--- src/rtl/tcc_pkg.sv ---
package tcc_pkg;
   localparam logic [2:0] A_CTRL = 3'd0;
   localparam logic [2:0] A_CMD  = 3'd1;
   localparam logic [2:0] A_CNT  = 3'd2;
   localparam logic [2:0] A_CAPA = 3'd3;
   localparam logic [2:0] A_CAPB = 3'd4;
   localparam logic [2:0] A_THR  = 3'd5;
   localparam logic [2:0] A_STAT = 3'd6;
   localparam logic [2:0] A_IEN  = 3'd7;

   localparam int NFLAG = 5;
   localparam int F_CAPA = 0;
   localparam int F_CAPB = 1;
   localparam int F_TRG  = 2;
   localparam int F_CMP  = 3;
   localparam int F_OVF  = 4;

   typedef struct packed {
      logic       stop_b;
      logic [1:0] rst_edge;
      logic [1:0] b_edge;
      logic [1:0] a_edge;
      logic       wave;
   } ctrl_t;

   function automatic logic edge_hit(input logic [1:0] sel, input logic r, input logic f);
      return (sel[0] & r) | (sel[1] & f);
   endfunction
endpackage

--- src/rtl/tcc_edge_sync.sv ---
module tcc_edge_sync #(
   parameter int STAGES = 2
) (
   input  logic clk,
   input  logic rst,
   input  logic d,
   output logic rise,
   output logic fall
);
   logic [STAGES-1:0] chain;
   logic              prev;

   generate
      if (STAGES < 2) begin : g_bad
         $error("tcc_edge_sync: STAGES must be at least 2");
      end
   endgenerate

   always_ff @(posedge clk) begin
      if (rst) begin
         chain <= '0;
         prev  <= 1'b0;
      end else begin
         chain <= {chain[STAGES-2:0], d};
         prev  <= chain[STAGES-1];
      end
   end

   assign rise = chain[STAGES-1] & ~prev;
   assign fall = ~chain[STAGES-1] & prev;

   assert_rise_single_R12: assert property (@(posedge clk) disable iff (rst) rise |=> !rise);
   assert_fall_single_R12: assert property (@(posedge clk) disable iff (rst) fall |=> !fall);
endmodule

--- src/rtl/tcc_counter.sv ---
module tcc_counter #(
   parameter int W = 16
) (
   input  logic         clk,
   input  logic         rst,
   input  logic         clk_en,
   input  logic         start,
   input  logic         trg_clr,
   input  logic         halt,
   input  logic [W-1:0] thr,
   output logic [W-1:0] cv,
   output logic         run,
   output logic         wrap,
   output logic         cmp_hit
);
   localparam logic [W-1:0] MAXV = {W{1'b1}};
   logic         step;
   logic [W-1:0] cv_inc;

   assign step    = run & clk_en & ~start & ~trg_clr;
   assign cv_inc  = cv + 1'b1;
   assign wrap    = step & (cv == MAXV);
   assign cmp_hit = step & (cv_inc == thr);

   always_ff @(posedge clk) begin
      if (rst) begin
         cv  <= '0;
         run <= 1'b0;
      end else begin
         if (start || trg_clr) cv <= '0;
         else if (step)        cv <= cv_inc;
         if (start)     run <= 1'b1;
         else if (halt) run <= 1'b0;
      end
   end

   assert_wrap_zero_R7: assert property (@(posedge clk) disable iff (rst) wrap |=> (cv == '0));
   assert_hold_R13: assert property (@(posedge clk) disable iff (rst)
      (!clk_en && !start && !trg_clr) |=> $stable(cv));
   assert_start_R8: assert property (@(posedge clk) disable iff (rst) start |=> (cv == '0 && run));
endmodule

--- src/rtl/tcc_status.sv ---
module tcc_status #(
   parameter int N = 5
) (
   input  logic         clk,
   input  logic         rst,
   input  logic [N-1:0] set,
   input  logic         clr,
   output logic [N-1:0] flags
);
   always_ff @(posedge clk) begin
      if (rst)      flags <= '0;
      else if (clr) flags <= set;
      else          flags <= flags | set;
   end

   assert_sticky_R10: assert property (@(posedge clk) disable iff (rst)
      !clr |=> ((flags & $past(flags)) == $past(flags)));
   assert_set_wins_R10: assert property (@(posedge clk) disable iff (rst)
      (|set) |=> ((flags & $past(set)) == $past(set)));
endmodule

--- src/rtl/tcc_channel.sv ---
module tcc_channel
   import tcc_pkg::*;
#(
   parameter int CNT_W       = 16,
   parameter int SYNC_STAGES = 2
) (
   input  logic             clk,
   input  logic             rst,
   input  logic             clk_en,
   input  logic             trig_in,
   input  logic             wr_en,
   input  logic             rd_en,
   input  logic [2:0]       addr,
   input  logic [CNT_W-1:0] wdata,
   output logic [CNT_W-1:0] rdata,
   output logic             irq
);
   localparam int CTRL_W = $bits(ctrl_t);

   generate
      if (CNT_W < CTRL_W || CNT_W > 32) begin : g_bad_w
         $error("tcc_channel: CNT_W must lie in 8..32");
      end
   endgenerate

   ctrl_t            ctrl_q;
   logic [NFLAG-1:0] ien_q;
   logic [CNT_W-1:0] ra_q, rb_q, rc_q, cv;
   logic             run, wrap, cmp_hit;
   logic             t_rise, t_fall;
   logic             cap_a, cap_b, trg, start;
   logic [NFLAG-1:0] set, flags;

   tcc_edge_sync #(.STAGES(SYNC_STAGES)) u_sync (
      .clk(clk), .rst(rst), .d(trig_in), .rise(t_rise), .fall(t_fall));

   assign cap_a = ~ctrl_q.wave & edge_hit(ctrl_q.a_edge, t_rise, t_fall);
   assign cap_b = ~ctrl_q.wave & edge_hit(ctrl_q.b_edge, t_rise, t_fall);
   assign trg   = ~ctrl_q.wave & edge_hit(ctrl_q.rst_edge, t_rise, t_fall);
   assign start = wr_en & (addr == A_CMD) & wdata[0];

   tcc_counter #(.W(CNT_W)) u_cnt (
      .clk(clk), .rst(rst), .clk_en(clk_en), .start(start), .trg_clr(trg),
      .halt(cap_b & ctrl_q.stop_b), .thr(rc_q), .cv(cv), .run(run),
      .wrap(wrap), .cmp_hit(cmp_hit));

   always_comb begin
      set         = '0;
      set[F_CAPA] = cap_a;
      set[F_CAPB] = cap_b;
      set[F_TRG]  = trg;
      set[F_CMP]  = cmp_hit;
      set[F_OVF]  = wrap;
   end

   tcc_status #(.N(NFLAG)) u_stat (
      .clk(clk), .rst(rst), .set(set), .clr(rd_en & (addr == A_STAT)), .flags(flags));

   always_ff @(posedge clk) begin
      if (rst) begin
         ctrl_q <= '0;
         ien_q  <= '0;
         ra_q   <= '0;
         rb_q   <= '0;
         rc_q   <= '0;
      end else begin
         if (wr_en && addr == A_CTRL) ctrl_q <= ctrl_t'(wdata[CTRL_W-1:0]);
         if (wr_en && addr == A_IEN)  ien_q  <= wdata[NFLAG-1:0];
         if (wr_en && addr == A_THR)  rc_q   <= wdata;
         if (cap_a)                            ra_q <= cv;
         else if (wr_en && addr == A_CAPA)     ra_q <= wdata;
         if (cap_b)                            rb_q <= cv;
         else if (wr_en && addr == A_CAPB)     rb_q <= wdata;
      end
   end

   always_comb begin
      unique case (addr)
         A_CTRL:  rdata = CNT_W'(ctrl_q);
         A_CMD:   rdata = CNT_W'(run);
         A_CNT:   rdata = cv;
         A_CAPA:  rdata = ra_q;
         A_CAPB:  rdata = rb_q;
         A_THR:   rdata = rc_q;
         A_STAT:  rdata = CNT_W'(flags);
         default: rdata = CNT_W'(ien_q);
      endcase
   end

   assign irq = |(flags & ien_q);

   assert_capture_a_R2: assert property (@(posedge clk) disable iff (rst) cap_a |=> (ra_q == $past(cv)));
   assert_capture_b_R3: assert property (@(posedge clk) disable iff (rst) cap_b |=> (rb_q == $past(cv)));
   assert_wave_hold_R9: assert property (@(posedge clk) disable iff (rst)
      (ctrl_q.wave && !(wr_en && addr == A_CAPA)) |=> $stable(ra_q));
   assert_irq_masked_R11: assert property (@(posedge clk) disable iff (rst) (ien_q == '0) |-> !irq);
endmodule

--- config.mk ---
export PLATFORM = sky130hd
export DESIGN_NAME = tcc_channel
export DESIGN_NICKNAME = d
export VERILOG_FILES = /design/src/rtl/tcc_pkg.sv /design/src/rtl/tcc_edge_sync.sv /design/src/rtl/tcc_counter.sv /design/src/rtl/tcc_status.sv /design/src/rtl/tcc_channel.sv
export SDC_FILE = /design/constraint.sdc
export NUM_CORES = 1
export LEC_CHECK = 0
export ABC_AREA = 1
export BUFFER_PORTS_ARGS = -buffer_cell sky130_fd_sc_hd__buf_2
export CORE_MARGIN = 3
export CORE_UTILIZATION = 50
export DETAILED_ROUTE_END_ITERATION = 12
export PLACE_DENSITY = 0.69
export SETUP_SLACK_MARGIN = 0.3
export SLEW_MARGIN = 20
export SYNTH_ARGS = -nofsm -noshare
export SYNTH_HDL_FRONTEND = slang
export SYNTH_SLANG_ARGS = --single-unit
--- constraint.sdc ---
create_clock -name clk -period 2.38 [get_ports clk]
set_input_delay 0.476 -clock clk [delete_from_list [all_inputs] [get_ports clk]]
set_output_delay 0.476 -clock clk [all_outputs]
set_load 0.01 [all_outputs]
Word-level counts from Yosys, hierarchy flattened
Index checks and enable logic that the tools add are counted.

word-level totals
  output and inout bits = 17
  ROM bits = 0
  memories = 0
  word-level logic and storage cells = 74
  bits in latches = 0
  register bits after elaboration = 86
  RAM bits = 0

cells by class
  eq/ne operators = 9
  muxes and demuxes = 8
  order comparisons = 0
  bitwise gates (word level) = 30
  $mul = 0
  reduce and logical (&&, ||, !) cells = 12
  div/mod/pow operators = 0
  shift operators = 0
  $add $sub $neg = 1

operator list
  operator                 count
  $pmux W16 S7             1
  $mux W16                 4
  $and A1 B1 Y1            20
  $add A16 B1 Y16 const B  1
  $eq A16 B16 Y1           1
  $eq A16 B16 Y1 const B   1
  $eq A3 B3 Y1 const B     4
  $eq A3 B2 Y1 const B     2
  $reduce_bool A2 Y1       3
  $and A5 B5 Y5            1
  $logic_and A1 B1 Y1      5
  $mux W5                  1
  $not A1 Y1               5
  $or A5 B5 Y5             1
  $reduce_or A5 Y1         1
  $eq A3 B1 Y1 const B     1
  $logic_not A3 Y1         1
  $or A1 B1 Y1             3
  $mux W1                  2
  $reduce_or A2 Y1         1
  $logic_or A1 B1 Y1       1

Depth between registers and ports, before layout
Gate-level depths: netlist of the first run.

  depth in word-level cells = 10
  gate-level depth with buffers = 13

Modules after synthesis
Synthesis of the first run repeated with hierarchy kept, for this count alone.

second synthesis, totals
  cells, all modules = 771
  area, all modules = 5029.8 um^2

by module, submodules not included
  module         area each (um^2)  cells an instance  sequential area each (um^2)  times used
  tcc_channel    3419.5            515                1221.2                       1
  tcc_counter    1350.0            223                340.3                        1
  tcc_status     166.4             21                 100.1                        1
  tcc_edge_sync  93.8              12                 60.1                         1

Worst setup path before layout of the first run
No wires, ideal clock.

  path kind = input port to output port
  start point = in addr[1]
  end point = out rdata[10]
  path buffers = 1
  arrival time = 1449 ps
  path slack = 455 ps
  stages = 8
  path through = nor2_1 > nand2_1 > inv_1 > clkbuf_1 > nand2_1 > o21ai_0 > a21oi_1 > o21ai_0

between the ends
  longest elaborated chain between the ends = 2

ends and longest elaborated chain
  what                                        RTL line           source
  from (decl)                                 tcc_channel.sv:13  input logic [2:0] addr,
  $eq A3 B3 Y1, or another cell as far along  tcc_channel.sv:78  unique case (addr)
  $pmux W16 S7 (*)                            tcc_channel.sv:78
  to (decl)                                   tcc_channel.sv:15  output logic [CNT_W-1:0] rdata,

Every way passes the cells marked *; elsewhere a longest branch is shown, timed or not.

Worst setup path in the final report of the first run
  start point = in addr[0]
  end point = out rdata[2]

The elaborated chain is that of the path after synthesis.

==> run metrics, run 1 <==
status=finished, final reports clean; area of the multi-input gates=2360 µm²; Post-synth EDFFs=0; H-tree Lvls=3; Buf/Inv on CP=3; core area=8460 µm²; Initial Utilization=53.1%; io pins=42; die span in x=101 µm; CTS tree=yes; diode count=0; Max FO, Critical Path=6; routed vias=5021; Synth Flop Type=dfxtp_1; die area=10200 µm²; Tmin final=2.06 ns; crit path capture type=primary output; kind of critical path=in2out; Cell variety after synth=30; sequential element share of the synthesized area=38.3%; Syn. warnings=0; Top cell by count, worst path=buf_2; CP top delay family=compound AO/OA/AOI/OAI gates; via/cell ratio=6.12; skew final=0.00781 ns; f_max=485 MHz; Final Setup Violations=0; peak supply drop=534 µV; drt pass-1 iters=6; Fin. Hold Viols=0; largest net degree at the start of global routing=42; Syn Nets=697; fin. max-slew vios=0; Tcrit/Tclk final=86.7%; Synth Register Bits=86; Crit-path slowest cell=a2111o_1; most frequent cells in the layout=nand2_1, o21ai_0, dfxtp_1; clock buffer depth=2; Max-Cap Viols=0; Worst-path clk slew=0.09 ns; DR WL/cell=18.5 µm; drc violations=0; required time of the worst setup path=1.90 ns; initial antenna violation count=0; Power Dens Cells=587 nW/µm²; Avg Inst Size Synth=6.70 µm²; fillers=808; clk_lat worst skew=0.37 ns; Root Buffer=clkbuf_8; Hold Buf Count CTS=0; vias in the first global route=4469; final RePlAce weighted congestion=1.01; first-pass GRT wire length=23700 µm; IO buf count=41; clock sink count=86; post-layout util=60.7%; total track usage=30.3%; share of layout cells above drive strength 1=14.1%; row count=33; CP Cell Sequence=buf_2 > nor2_2 > nand2_2 > buf_6 > o22ai_1 > a2111o_1 > buf_2; Slew HR=61.9%; Die Y=101 µm; Post-Syn Instances=671; WL final=15200 µm; Congestion Overflow GR=0; CTS Buf Count=9; commonest non-fill, non-tap cell in the layout=nand2_1; synth-to-layout area growth=14.2%; final-stage net count=736; Synth async-reset ratio=0%; HP Class=in2reg; Leak=1.96 nW; Final ANT Viol Nets=0; worst slew pin tran=0.570 ns; RSZ-0062 raised after global routing=true; Startpoint Class=primary input; Register Area=1720 µm²; sum of negative setup slack=0 ns; max incr delay on CP=0.40 ns; Post-Syn Area=4500 µm²; post-DP HPWL=11100 µm; Worst EP arrival=1.59 ns; DRT iter0 DRCs=513
==> worst paths after layout <==
check	from	to	slack, ns	cells past startpoint
worst min register to register	u_sync.chain[0]$_SDFF_PP0_	u_sync.chain[1]$_SDFF_PP0_	0.42	2
worst min-delay path	trig_in	u_sync.chain[0]$_SDFF_PP0_	0.31	3
worst max-delay path	addr[0]	rdata[2]	0.32	7
worst max register to register	u_cnt.cv[0]$_SDFFE_PP0P_	u_stat.flags[3]$_SDFF_PP0_	0.41	11
==> stage by stage <==
stage	cells	hold WS (ns)	instance area, µm²	total power, mW	worst slack (ns)
floorplan	671	0.388	4500	1.69	0.455
global placement	803	0.406	4840	1.80	0.244
detailed placement	803	0.409	4840	1.80	0.222
CTS	820	0.303	5080	3.01	0.275
global route	820	0.318	5140	3.11	0.247
finish	820	0.312	5140	3.01	0.316
==> registers in the layout (all words and copies together) (netlist names) <==
name	flops
u_cnt.cv	16
rc_q	16
ra_q	16
u_stat.flags	5
ctrl_q	8
u_sync.prev	1
rb_q	16
u_cnt.run	1
u_sync.chain	2
ien_q	5
==> layer usage <==
metal  track usage (%)  wire [µm]  vias to the layer above
li1                  -          -                     2364
met1              46.3       6740                     2344
met2              42.9       6400                      288
met3              6.78       1790                       25
met4              6.94        234                        0
met5                 0          0                        -
==> report_power, final <==
| part | total [mW] | internal (mW) | switching (mW) |
|---|---|---|---|
| Combinational | 0.282 | 0.0906 | 0.191 |
| Sequential | 1.51 | 1.48 | 0.0285 |
| Clock | 1.23 | 0.695 | 0.531 |
| Total | 3.01 | 2.26 | 0.751 |
==> kinds of logic (layout without fill, tap and decap cells) <==
logic type | after synthesis | in the layout | share of synthesized area [%]
compound gates | 241 | 241 | 29.8
xor+xnor | 2 | 2 | 0.390
fa+ha+maj | 1 | 1 | 0.278
buf+inv | 119 | 163 | 10.2
flops | 86 | 86 | 38.3
simple gates | 222 | 222 | 21.1
==> cell usage after synthesis (3+ instances only) <==
cell type / n / area, µm²
nor3_1: 5 / 25.0
a2111o_1: 4 / 45.0
o22ai_1: 13 / 81.3
clkbuf_1: 22 / 82.6
nand4_1: 6 / 37.5
o21ai_0: 105 / 526
inv_1: 84 / 315
dfxtp_1: 86 / 1720
a221oi_1: 3 / 26.3
nand3_1: 41 / 205
a31oi_1: 15 / 93.8
nand2_1: 126 / 473
a21oi_1: 75 / 375
o21ai_1: 3 / 15.0
inv_2: 4 / 15.0
nor2_4: 4 / 45.0
a211oi_1: 19 / 143
nor2_1: 36 / 135
buf_2: 8 / 40.0
==> tightest hold or removal path, delay by kind of cell <==
family | cells | cell delay, ns
buffers and inverters | 2 | 0.13
and+or+nand+nor | 1 | 0.03
==> repair_timing <==
action,CTS,global route
setup endpoints to repair,9,15
pin swaps,0,0
setup buffers,1,0
gates resized for setup,3,21
cloned,0,0
==> cell type report <==
cell class / instances / share of cell area [%]
Inverter: 88 / 6.53
Tap cell: 105 / 2.56
Multi-Input combinational cell: 466 / 46.0
Clock inverter: 6 / 2.14
Clock buffer: 10 / 2.48
Timing Repair Buffer: 59 / 6.75
Sequential cell: 86 / 33.5
(Power assumes the default switching activity.)
==> run 2, diff against run 1 <==
--- a/config.mk
+++ b/config.mk
@@ -6,11 +6,10 @@
 export NUM_CORES = 1
 export LEC_CHECK = 0
 export ABC_AREA = 1
-export BUFFER_PORTS_ARGS = -buffer_cell sky130_fd_sc_hd__buf_2
 export CORE_MARGIN = 3
 export CORE_UTILIZATION = 50
 export DETAILED_ROUTE_END_ITERATION = 12
-export PLACE_DENSITY = 0.69
+export DONT_BUFFER_PORTS = 1
 export SETUP_SLACK_MARGIN = 0.3
 export SLEW_MARGIN = 20
 export SYNTH_ARGS = -nofsm -noshare
==> run metrics, run 2 (same netlist as run 1, synthesis figures left out) <==
area of the multi-input gates=2330 µm² (-1.2%); commonest non-fill, non-tap cell in the layout=nand2_1; final worst slack=0.371 ns (+0.0549 ns); DR WL/cell=19.0 µm (+2.7%); hold path cells=1 (-2); Max-Cap Viols=0 (unchanged); CP Cell Sequence=inv_2 > nor3_1 > inv_1 > o21ai_0 > a2111o_1; drt pass-1 iters=5 (-1); Startpoint Class=primary input; Root Buffer=clkbuf_8; total track usage=30.2% (about the same); Fin. Hold Viols=0 (unchanged); Worst-path clk slew=0.09 ns (about the same); WHS Endpoint=u_sync.prev$_SDFF_PP0_; diode count=0 (unchanged); H-tree Lvls=3 (unchanged); Congestion Overflow GR=0 (unchanged); Leak=1.74 nW (-11%); hold path startpoint=rst; sum of negative setup slack=0 ns (unchanged); die span in x=101 µm (unchanged); Die Y=101 µm (unchanged); RSZ-0062 raised after global routing=true; Reg-to-Reg End=u_stat.flags[3]$_SDFF_PP0_; FF-to-FF Start=u_cnt.cv[1]$_SDFFE_PP0P_; f_max=498 MHz (+2.7%); initial antenna violation count=0 (unchanged); first-pass GRT wire length=23700 µm (about the same); most frequent cells in the layout=nand2_1, o21ai_0, dfxtp_1; drc violations=0 (unchanged); required time of the worst setup path=1.90 ns (about the same); routed vias=4649 (-7.4%); Power Dens Cells=588 nW/µm² (+0.16%); Final Setup Violations=0 (unchanged); vias in the first global route=4312 (-3.5%); via/cell ratio=5.97 (-2.5%); Tmin final=2.01 ns (-0.0549 ns); WL final=14800 µm (-2.4%); HP Class=in2reg; DRT iter0 DRCs=410 (-20%); io pins=42 (unchanged); pre-CTS setup slack=0.370 ns (+0.148 ns); CTS tree=yes; skew final=0.00987 ns (+0.00206 ns); core area=8460 µm² (unchanged); final hold slack=0.185 ns (-0.128 ns); CTS Buf Count=9 (unchanged); Register Area=1720 µm² (about the same); clk_lat worst skew=0.35 ns (-0.02 ns); final-stage net count=695 (-5.6%); Worst Reg-to-Reg Cells=13 (+2); Slew HR=63.5% (+1.6 points); fillers=829 (+2.6%); post-CTS setup buffer count=0 (-1); worst reg2reg setup slack=0.44 ns (+0.03 ns); Tcrit/Tclk final=84.4% (-2.3 points); Initial Utilization=53.1% (unchanged); clock sink count=86 (unchanged); Crit-path slowest cell=nor3_1; Worst EP arrival=1.53 ns (-0.06 ns); kind of critical path=in2out; clock buffer depth=2 (unchanged); final RePlAce weighted congestion=0.935 (-7.8%); Final ANT Viol Nets=0 (unchanged); post-DP HPWL=11100 µm (+0.18%); fin. max-slew vios=0 (unchanged); worst slew pin tran=0.546 ns (-0.0240 ns); largest net degree at the start of global routing=42 (unchanged); IO buf count=0 (-100%); peak supply drop=351 µV (-34%); share of layout cells above drive strength 1=7.27% (-6.9 points); row count=33 (unchanged); crit path capture type=primary output; Max FO, Critical Path=8 (+2); die area=10200 µm² (unchanged); max incr delay on CP=0.31 ns (-0.09 ns); synth-to-layout area growth=8.32%; status=finished, final reports clean
==> run 2: cell types whose count changed in the layout (fill, tap and decap cells not counted), sizes merged <==
cell | before | now
clkinvlp | 2 | 4
bufinv | 3 | 2
inv | 88 | 87
buf | 58 | 17
==> run 2: worst max-delay path by stage <==
stage,endpoint,from,cells after the start
CTS,rdata[13],addr[2],6
global placement,rdata[13],addr[2],6
finish,rdata[4],addr[2],5
global route,u_stat.flags[3]$_SDFF_PP0_,u_cnt.cv[1]$_SDFFE_PP0P_,11
detailed placement,rdata[13],addr[2],6
floorplan,rdata[10],addr[1],8
==> run 2: where the power goes <==
| group | internal (mW) | switching (mW) | leakage [nW] | total [mW] |
|---|---|---|---|---|
| logic | 0.0690 | 0.149 | 0.945 | 0.218 |
| registers | 1.48 | 0.0265 | 0.697 | 1.50 |
| clock network | 0.595 | 0.547 | 0.0998 | 1.14 |
==> run 2: per-layer routing <==
layer	share of wire, %	wire length [µm]	GRT usage, %
met5	0	0	0
met4	1.4	207	7.98
met3	9.2	1360	5.67
met2	40	5880	40.6
met1	50	7350	48.5
==> run 2: timing repair <==
action                     CTS  global route
setup endpoints to repair    0            12
gates resized for setup      0             8
hold buffers                 0             0
==> run 2: final cells by class <==
type / count / share of cell area [%]
timing repair buffer: 17 / 2.70
inverter: 88 / 6.86
clock inverter: 5 / 1.72
tap: 105 / 2.70
clock buffer: 11 / 2.70
sequential: 86 / 35.3
multi-input combinational: 466 / 47.9
timing repair inverter: 1 / 0.103
==> run 2: worst max-delay path, delay by kind of cell <==
kind,cells,cell delay (ns)
AOI/OAI and AO/OA,2,0.46
and+or+nand+nor,1,0.31
buffers and inverters,2,0.28
==> run 2: metrics by stage <==
step	instance area (µm²)	utilization, %	power [mW]	cells
final	4870	57.6	2.86	779
after global routing	4870	57.6	2.97	779
after CTS	4850	57.3	2.87	778
after detailed placement	4630	54.7	1.75	762
after global placement	4630	54.7	1.74	762
after floorplan	4500	-	1.69	671
==> run 3, diff against run 2 <==
--- a/config.mk
+++ b/config.mk
@@ -10,6 +10,7 @@
 export CORE_UTILIZATION = 50
 export DETAILED_ROUTE_END_ITERATION = 12
 export DONT_BUFFER_PORTS = 1
+export PLACE_DENSITY = 0.68
 export SETUP_SLACK_MARGIN = 0.3
 export SLEW_MARGIN = 20
 export SYNTH_ARGS = -nofsm -noshare
==> constraint.sdc (replaced) <==
create_clock -name clk -period 1.8 [get_ports clk]
set_input_delay 0.36 -clock clk [delete_from_list [all_inputs] [get_ports clk]]
set_output_delay 0.36 -clock clk [all_outputs]
set_load 0.01 [all_outputs]
==> run metrics, run 3 (same netlist as run 1, synthesis figures left out) <==
status=finished with violations; failing checks=setup timing; drc violations=0 (unchanged); RSZ-0062 raised after global routing=true; diode count=0 (unchanged); DR WL/cell=20.4 µm (+7.7%); post-layout util=70.7% (+13 points); clk_lat worst skew=0.36 ns (about the same); clock buffer depth=2 (unchanged); drt pass-1 iters=7 (+2); CTS tree=yes; Worst EP arrival=2.11 ns (+0.58 ns); initial antenna violation count=0 (unchanged); Worst-path clk slew=0.09 ns (about the same); total track usage=31.7% (+1.5 points); DRT iter0 DRCs=562 (+37%); commonest non-fill, non-tap cell in the layout=nand2_1; Tcrit/Tclk final=101%; required time of the worst setup path=2.09 ns (+0.19 ns); Root Buffer=clkbuf_8; crit path capture type=register; Inst Count DP=782 (+2.6%); worst slew pin tran=0.529 ns (-0.0165 ns); kind of critical path=reg2reg; pre-CTS setup slack=-0.0905 ns (-0.460 ns); Max FO, Critical Path=7 (-1); Tmin final=1.82 ns; vias in the first global route=4665 (+8.2%); first-pass GRT wire length=25100 µm (+5.8%); Leak=2.20 nW (+26%); die span in x=101 µm (unchanged); final worst slack=-0.0236 ns (-0.395 ns); synth-to-layout area growth=33.0%; final RePlAce weighted congestion=1.06 (+13%); clock sink count=86 (unchanged); H-tree Lvls=3 (unchanged); Fin. Hold Viols=0 (unchanged); Die Y=101 µm (unchanged); via/cell ratio=6.40 (+7.2%); most frequent cells in the layout=nand2_1, o21ai_0, a21oi_1; CTS Buf Count=9 (unchanged); WL final=17000 µm (+15%); Hold Buf Count CTS=0 (unchanged); Design Power=3.94 mW (+37%); largest net degree at the start of global routing=31 (-26%); Final ANT Viol Nets=0 (unchanged); f_max=548 MHz; fin. max-slew vios=0 (unchanged); post-DP HPWL=11200 µm (+0.44%); share of layout cells above drive strength 1=32.6% (+25 points); io pins=42 (unchanged); core area=8460 µm² (unchanged); HP Class=in2reg; Initial Utilization=53.1% (unchanged); final-stage net count=750 (+7.9%); skew final=0.0102 ns (+0.000330 ns); Slew HR=64.6% (+1.1 points); Final Setup Violations=2 (+2); sum of negative setup slack=-0.0451 ns (-0.0451 ns); IO buf count=0 (unchanged); Max-Cap Viols=0 (unchanged); Congestion Overflow GR=0 (unchanged); row count=33 (unchanged); die area=10200 µm² (unchanged); Final Non-Filler Cells=834 (+7.1%); Power Dens Cells=658 nW/µm² (+12%); peak supply drop=413 µV (+18%); routed vias=5337 (+15%); Startpoint Class=register
-- run 3: cell type report --
cell class	instances	area, µm²
tap	105	131
sequential	86	1780
clock inverter	5	82.6
timing repair inverter	2	15.0
fill	667	2480
inverter	88	393
clock buffer	11	141
timing repair buffer	71	588
multi-input combinational	466	2850
-- run 3: path summary, 6_finish.rpt --
kind | from | endpoint | slack (ns) | depth (start not counted)
hold reg to reg | u_sync.chain[0]$_SDFF_PP0_ | u_sync.chain[1]$_SDFF_PP0_ | 0.40 | 2
setup / recovery | u_cnt.cv[0]$_SDFFE_PP0P_ | u_stat.flags[3]$_SDFF_PP0_ | -0.02 | 11
setup reg to reg | u_cnt.cv[0]$_SDFFE_PP0P_ | u_stat.flags[3]$_SDFF_PP0_ | -0.02 | 11
hold / removal | rst | u_sync.chain[1]$_SDFF_PP0_ | 0.05 | 1
-- run 3: layer usage --
layer	up-vias	track usage, %	share of wire, %
met5	-	0	0
met4	0	9.84	3.0
met3	60	6.85	13
met2	451	46.8	44
met1	2418	46.1	40
li1	2408	-	-
-- run 3: critical path, cell delays in order (launching register included) --
cell and delay [ns]:
dfxtp_4 0.39, inv_4 0.04, buf_4 0.14, nor2_4 0.26, nand2_1 0.15, nand3_1 0.11
nand3_1 0.13, nor2_1 0.12, nand2_1 0.07, nor2_2 0.11, nand3_2 0.10, a21oi_1 0.15
-- run 3: per-stage QoR --
stage | hold WS (ns) | instance area [µm²]
floorplan | 0.388 | 4530
global placement | 0.398 | 4800
detailed placement | 0.398 | 4800
CTS | 0.0542 | 5470
global route | 0.0499 | 5980
finish | 0.0521 | 5980
-- run 3: where the power goes --
part | leakage [nW] | internal, mW | total (mW) | switching, mW
registers | 0.713 | 1.94 | 1.98 | 0.0416
clock network | 0.113 | 0.824 | 1.56 | 0.734
logic | 1.37 | 0.143 | 0.395 | 0.252
total | 2.20 | 2.91 | 3.94 | 1.03
-- run 3: what timing repair did --
action	4_1_cts	5_1_grt
cloned	1	2
buffers inserted	20	13
resized for setup	98	125
hold endpoints to repair	0	0
pin swaps	25	39
endpoints found under the setup margin	46	62
